$ cat src/rtl/jtag_indirect_port.sv
module jtag_indirect_port #(
  parameter int AW = 8,
  parameter int DW = 18
) (
  input  logic          clk,
  input  logic          rst_n,
  input  logic [AW-1:0] ir_addr,
  input  logic          capture_dr,
  input  logic          shift_dr,
  input  logic          update_dr,
  input  logic          tdi,
  output logic          tdo,
  output logic [AW-1:0] bus_addr,
  output logic [DW-1:0] bus_wdata,
  output logic          bus_we,
  output logic          bus_re,
  input  logic [DW-1:0] bus_rdata,
  input  logic          bus_ready,
  output logic          busy
);
  localparam int CW = DW + 2;
  localparam int NW = $clog2(CW + 1);

  logic [CW-1:0] sr;
  logic [NW-1:0] nbits;
  logic [DW-1:0] rd_q;
  logic          rd_pend, wr_pend;

  wire [1:0] op    = sr[CW-1:CW-2];
  wire       go_rd = update_dr && !busy && (nbits >= NW'(2)) && (op == 2'b10);
  wire       go_wr = update_dr && !busy && (nbits == NW'(CW)) && (op == 2'b11);

  assign busy   = rd_pend | wr_pend;
  assign bus_re = rd_pend;
  assign bus_we = wr_pend;
  assign tdo    = sr[0];

  always_ff @(posedge clk or negedge rst_n) begin
    if (!rst_n) begin
      sr    <= '0;
      nbits <= '0;
    end else if (capture_dr) begin
      sr    <= {1'b0, rd_q, busy};
      nbits <= '0;
    end else if (shift_dr) begin
      sr <= {tdi, sr[CW-1:1]};
      if (nbits != NW'(CW)) nbits <= nbits + NW'(1);
    end
  end

  always_ff @(posedge clk or negedge rst_n) begin
    if (!rst_n) begin
      rd_pend   <= 1'b0;
      wr_pend   <= 1'b0;
      rd_q      <= '0;
      bus_addr  <= '0;
      bus_wdata <= '0;
    end else if (busy) begin
      if (bus_ready) begin
        if (rd_pend) rd_q <= bus_rdata;
        rd_pend <= 1'b0;
        wr_pend <= 1'b0;
      end
    end else if (go_rd) begin
      rd_pend  <= 1'b1;
      bus_addr <= ir_addr;
    end else if (go_wr) begin
      wr_pend   <= 1'b1;
      bus_addr  <= ir_addr;
      bus_wdata <= sr[DW-1:0];
    end
  end

  assert_excl_R9: assert property (@(posedge clk) disable iff (!rst_n)
    !(bus_re && bus_we));

  assert_hold_R6: assert property (@(posedge clk) disable iff (!rst_n)
    busy && !bus_ready |=> busy && $stable(bus_addr) && $stable(bus_wdata)
                           && $stable(bus_re));

  assert_done_R6: assert property (@(posedge clk) disable iff (!rst_n)
    busy && bus_ready |=> !busy);

  assert_start_R4: assert property (@(posedge clk) disable iff (!rst_n)
    $rose(busy) |-> $past(update_dr));

  assert_capture_R2: assert property (@(posedge clk) disable iff (!rst_n)
    capture_dr |=> tdo == $past(busy));

  assert_nosecond_R8: assert property (@(posedge clk) disable iff (!rst_n)
    busy && bus_ready |=> !bus_re && !bus_we);
endmodule

$ cat config.mk
export PLATFORM = sky130hd
export DESIGN_NAME = jtag_indirect_port
export DESIGN_NICKNAME = d
export VERILOG_FILES = /design/src/rtl/jtag_indirect_port.sv
export SDC_FILE = /design/constraint.sdc
export NUM_CORES = 1
export LEC_CHECK = 0
export BUFFER_PORTS_ARGS = -buffer_cell sky130_fd_sc_hd__buf_2
export CORE_MARGIN = 1
export CORE_UTILIZATION = 49
export CTS_BUF_LIST = sky130_fd_sc_hd__clkbuf_2 sky130_fd_sc_hd__clkbuf_4 sky130_fd_sc_hd__clkbuf_8
export CTS_CLUSTER_SIZE = 40
export DETAILED_ROUTE_END_ITERATION = 10
export PLACE_DENSITY = 0.82
export SYNTH_ARGS = -nofsm -noshare
export SYNTH_HDL_FRONTEND = slang
export SYNTH_SLANG_ARGS = --single-unit
$ cat constraint.sdc
create_clock -name clk -period 2.45 [get_ports clk]
set_input_delay 0.245 -clock clk [delete_from_list [all_inputs] [get_ports clk]]
set_output_delay 0.245 -clock clk [all_outputs]
set_load 0.03 [all_outputs]
== Word-level counts from Yosys, hierarchy flattened ==
Cells that the tools add are included.

* Register bits: 71
* Input port bits: 33
* Output and inout bits: 30
* Logic and storage cells: 48

* Add/subtract/negate cells: 1
* $lt $le $gt $ge: 1
* Equality and inequality tests: 6
* Mux-type cells: 13
* Bitwise logic cells: 3
* Reductions and logical operators: 17

{| class="wikitable"
|+ Operator list
! kind !! number
|-
| $mux 20 || 2
|-
| $mux 8 || 2
|-
| $mux 5 || 3
|-
| $reduce_bool 2->1 || 5
|-
| $reduce_and 3->1 || 3
|-
| $mux 1 || 6
|-
| $reduce_and 2->1 || 3
|-
| $add 5x1->5 const B || 1
|-
| $eq 5x5->1 const B || 1
|-
| $ge 5x2->1 const B || 1
|-
| $logic_and 1x1->1 || 5
|-
| $ne 5x5->1 const B || 1
|-
| $eq 2x2->1 const B || 2
|-
| $ne 2x2->1 const B || 2
|-
| $not 1->1 || 2
|-
| $logic_not 1->1 || 1
|-
| $or 1x1->1 || 1
|}

== Logic depth before layout (Yosys ltp) ==
* Depth after elaboration: 8
* Gate-level depth with buffers: 7
* Gate-level depth less buffers: 5

== Least setup slack after synthesis ==
OpenSTA, ideal clock, no wires.

* Path type: reg-to-reg
* Start point: register nbits[0]
* End point: register bus_wdata[10]
* Data arrival time: 1740 ps
* Required time: 2325 ps
* Slack: 585 ps
* Stages on the path, launching flop included: 8
* Buffers on the path: 2
* Clock period less this slack: 1865 ps
* Cell sequence: dfrtp_1 inv_1 ha_1 nand4b_4 or3_1 buf_6 buf_12 mux2_4

* Cells in the longest elaborated chain, start to end: 5

{| class="wikitable"
|+ RTL lines
! element !! RTL line !! text
|-
| start: declaration || 25 || <nowiki>logic [NW-1:0] nbits;</nowiki>
|-
| start signal: assignment || 47 || <nowiki>if (nbits != NW'(CW)) nbits <= nbits + NW'(1);</nowiki>
|-
| $ge 5x2->1 || 30 || <nowiki>wire go_rd = update_dr && !busy && (nbits >= NW'(2)) && (op == 2'b10);</nowiki>
|-
| $logic_and 1x1->1 (2 in a row) || 30 ||
|-
| $not 1->1 (no line) || -- ||
|-
| $reduce_and 3->1 (no line) (*) || -- ||
|-
| end signal: assignment || 70 || <nowiki>bus_wdata <= sr[DW-1:0];</nowiki>
|-
| end: declaration || 14 || <nowiki>output logic [DW-1:0] bus_wdata,</nowiki>
|}

Every way passes the cells marked *; elsewhere a longest branch is shown, timed or not.
A chain may end at the register's enable or synchronous reset.

== Worst setup path in the final report ==
* Start point: register nbits[0]
* End point: register bus_wdata[12]

Same word-level chain as after synthesis.

==> summary.md <==
| Metric | Value |
|---|---|
| Pwr per Cell Area | `between 800 and 900 mW/mm^2` |
| Layout Nets | `~330` |
| Hold path start | `bus_ready` |
| Crit path max-delay family | `simple AND/OR/NAND/NOR gates` |
| Fraction of registers with async set/reset | `100.0%` |
| Number of enable flip-flop cells after synthesis | `0` |
| Final setup vio count | `0` |
| CTS Buffer Depth | `2` |
| Crit end category | `register` |
| Num CTS Buffers | `9` |
| Status | `finished, final reports clean` |
| Vias in the first global route | `between 1500 and 2000` |
| Tcrit/Tclk final | `roughly four fifths` |
| Worst Setup SP | `nbits[0]` |
| Final Skew | `around 6 ps` |
| CP max stage cell | `dfrtp_1` |
| Post-synthesis xor/xnor area fraction | `less than 1%` |
| Simple-gate share of the synthesized area | `6.736%` |
| Fin crit period | `1934 ps` |
| Per-cell routed wire length | `roughly 15 um` |
| Cells after Synth | `about 220` |
| Synth warn | `0` |
| Filler cell count | `about 470` |
| Area growth, synth to finish | `19.50%` |
| Peak supply drop | `between 0.0005 and 0.0006 V` |
| Core footprint | `around 0.006 mm^2` |
| Via count | `1932` |
| Core Rows | `28` |
| Synth Cell Area | `around 0.003 mm^2` |
| Critical path depth in cells | `6` |
| ANT cells | `0` |
| Largest net degree at the start of global routing | `47` |
| I/O pin cnt | `63` |
| Final hold violation count | `0` |
| Critical Path RT | `~2700 ps` |
| First-pass GRT wire length | `roughly 8900 um` |
| Max Clock Freq | `slightly above 500 MHz` |
| M2 GR Usage | `between 30% and 40%` |
| Worst-path clk slew | `roughly 70 ps` |
| Max Slew Vio Count | `0` |
| DRT Pass-1 Iters | `4` |
| Unrepaired setup endpoints after global routing | `no` |
| Drt total wl | `around 5400 um` |
| Met3 usage | `between 7 and 8%` |
| Share of post-route cells with drive strength above 1 | `44.07%` |
| Critical path class | `reg2reg` |
| Sequential element share of the synthesized area | `59.04%` |
| R2R Setup Slk | `roughly 520 ps` |
| H-tree levels | `3` |
| Busiest layer in global routing | `met2` |
| Die X | `80.37 um` |
| Crit path DAT | `2170 ps` |
| Critical path endpoint | `bus_wdata[12]` |
| Reg2reg start | `nbits[0]` |
| Final HPWL DP | `3731 um` |
| Largest family of logic cells by synthesized area | `multiplexers` |
| DRT antenna net count | `0` |
| Root buffer cell | `clkbuf_8` |
| Die Ht | `approximately 80 um` |
| Crit-path max FO | `19` |
| Reg2Reg Depth | `6` |
| Synth Area in Compound Gates | `approximately 5.3%` |
| Power Total | `between 3 and 4 mW` |
| Unique masters post-synth | `30` |
| Leakage | `~1.9 nW` |
| Worst Setup Start Kind | `register` |
| Syn_nets | `260` |
| Buf/Inv on CP | `2` |
| Max-Cap Viols | `0` |
| Reg area | `about 0.0018 mm^2` |
| Final TNS setup | `0 ps` |
| Die ar. | `between 0.006 and 0.007 mm^2` |
| CTS tree | `done` |
| Initial DRC count | `125` |
| Synth Register Bits | `a little over 70` |
| CP cell instances | `inv_1 > ha_1 > nand4b_4 > or3_1 > buf_4 > mux2_4` |
| GR Layer Usage met1 | `23.24%` |
| Residual overflow from global routing | `0` |
| Clock sinks | `slightly above 70` |
| Max incr delay on CP | `between 400 and 500 ps` |
| R2r endpoint | `bus_wdata[12]` |
| Slew @ Worst Pin | `approximately 780 ps` |
| Min-delay worst type | `in2reg` |
| Drt via density | `around 5.2` |
| Clk_lat worst skew | `between 300 and 400 ps` |
| Slew headroom | `approximately half` |
| Area of the multi-input gates | `0.001137 mm^2` |
| GRT Util Overall | `around a fifth` |
| I/O Buffers | `62` |
| Proportion of synthesized area in mux cells | `24.24%` |
| Antenna violations before repair | `1` |
| Top_reg_cell synth | `dfrtp_1` |
| Worst hold stages | `2` |
| Synth Area in Adders | `around 1.2%` |
| Mapped Avg Cell Area | `roughly 13 um^2` |
| Global placer's final weighted congestion | `between 0.7 and 0.8` |
| Initial core utilization | `50.82%` |
| DRC violations left | `0` |
## metal layers
| layer | vias to the layer above | part of all wire [%] |
|---|---|---|
| met5 | - | 0.22 |
| met4 | 2 | 2.6 |
| met3 | 15 | 5.0 |
| met2 | 55 | 49 |
| met1 | 942 | 43 |
| li1 | 918 | - |
## worst register-to-register path, delay by kind of cell (launching register included)
| family | cells | cell delay (ps) |
|---|---|---|
| adders and majority gates | 1 | 230 |
| muxes | 1 | 330 |
| and+or+nand+nor | 2 | 500 |
| DFF | 1 | 410 |
| buffers and inverters | 2 | 350 |
## report_power, final
group | leakage (nW) | switching, mW | internal [mW]
Sequential | 0.931 | 0.160 | 1.43
Clock | 0.0961 | 0.446 | 0.486
Combinational | 0.840 | 0.311 | 0.271
## synthesized netlist by cell type (all sizes together) (3+ instances only)
library cell / instances / area [um^2]
inv: 6 / 22.52
o21ai: 23 / 115.1
a21oi: 4 / 20.02
mux2: 44 / 529.3
nand3: 4 / 20.02
nor2: 4 / 15.01
nand2: 20 / 75.07
buf: 5 / 45.04
dfrtp: 71 / 1777
ha: 3 / 37.54
clkbuf: 7 / 27.52
mux2i: 20 / 200.2
## worst min path at each step
stage | to | slack [ps]
final | bus_we | 120
after global routing | rd_q[3] | 100
after CTS | bus_re | 100
after detailed placement | rd_q[10] | 280
after global placement | rd_q[10] | 280
after floorplan | bus_addr[0] | -50
## cell usage in the layout (no fill, tap or decap), types with 2 or more instances in the layout
cell type / Yosys / routed
clkinv_4: 0 / 3
a21oi_1: 4 / 4
clkbuf_8: 0 / 9
nor2_1: 4 / 4
clkinvlp_4: 0 / 2
mux2_4: 9 / 9
mux2i_1: 20 / 20
inv_1: 6 / 6
o21ai_0: 23 / 23
dfrtp_1: 71 / 71
mux2_2: 35 / 35
ha_1: 3 / 3
buf_4: 0 / 3
nand2_1: 20 / 20
nand3_1: 4 / 4
buf_2: 2 / 62
## per-stage QoR
stage                     worst slack (ps)  cells  util (%)  hold WS (ps)  instance area (um^2)
after detailed placement             531.5    353     57.14         279.2                  3383
after CTS                            521.1    370     60.74         98.62                  3596
after floorplan                      585.2    224         -        -50.59                  3009
after global placement               592.2    353     57.14         275.6                  3383
final                                516.3    370     60.74         116.2                  3596
after global routing                 417.2    370     60.74         99.43                  3596
## cell type report
| class | instances | area share [%] |
|---|---|---|
| flip-flops and latches | 71 | 49.41 |
| multi-input cells | 135 | 31.63 |
| repair buffers | 67 | 10.09 |
| clock buffers | 10 | 3.653 |
| well taps | 75 | 2.610 |
| clock inverters | 6 | 1.983 |
| inverters | 6 | 0.6263 |
## logic make-up after synthesis
| group | Yosys count |
|---|---|
| fa+ha+maj | 3 |
| simple gates | 38 |
| compound gates | 29 |
| flops | 71 |
| buf+inv | 18 |
| xor+xnor | 1 |
| mux | 64 |
## flip-flops by register name (all words and copies together), names as in the netlist
| signal | cells |
|---|---|
| sr | 20 |
| rd_q | 18 |
| bus_we | 1 |
| bus_re | 1 |
| bus_addr | 8 |
| nbits | 5 |
| bus_wdata | 18 |
## timing repair
action | 4_1_cts | 5_1_grt
setup buffers | 0 | 0
hold endpoints to repair | 25 | 0
gates resized for setup | 0 | 0
hold buffers | 1 | 0
(Power assumes the default switching activity.)
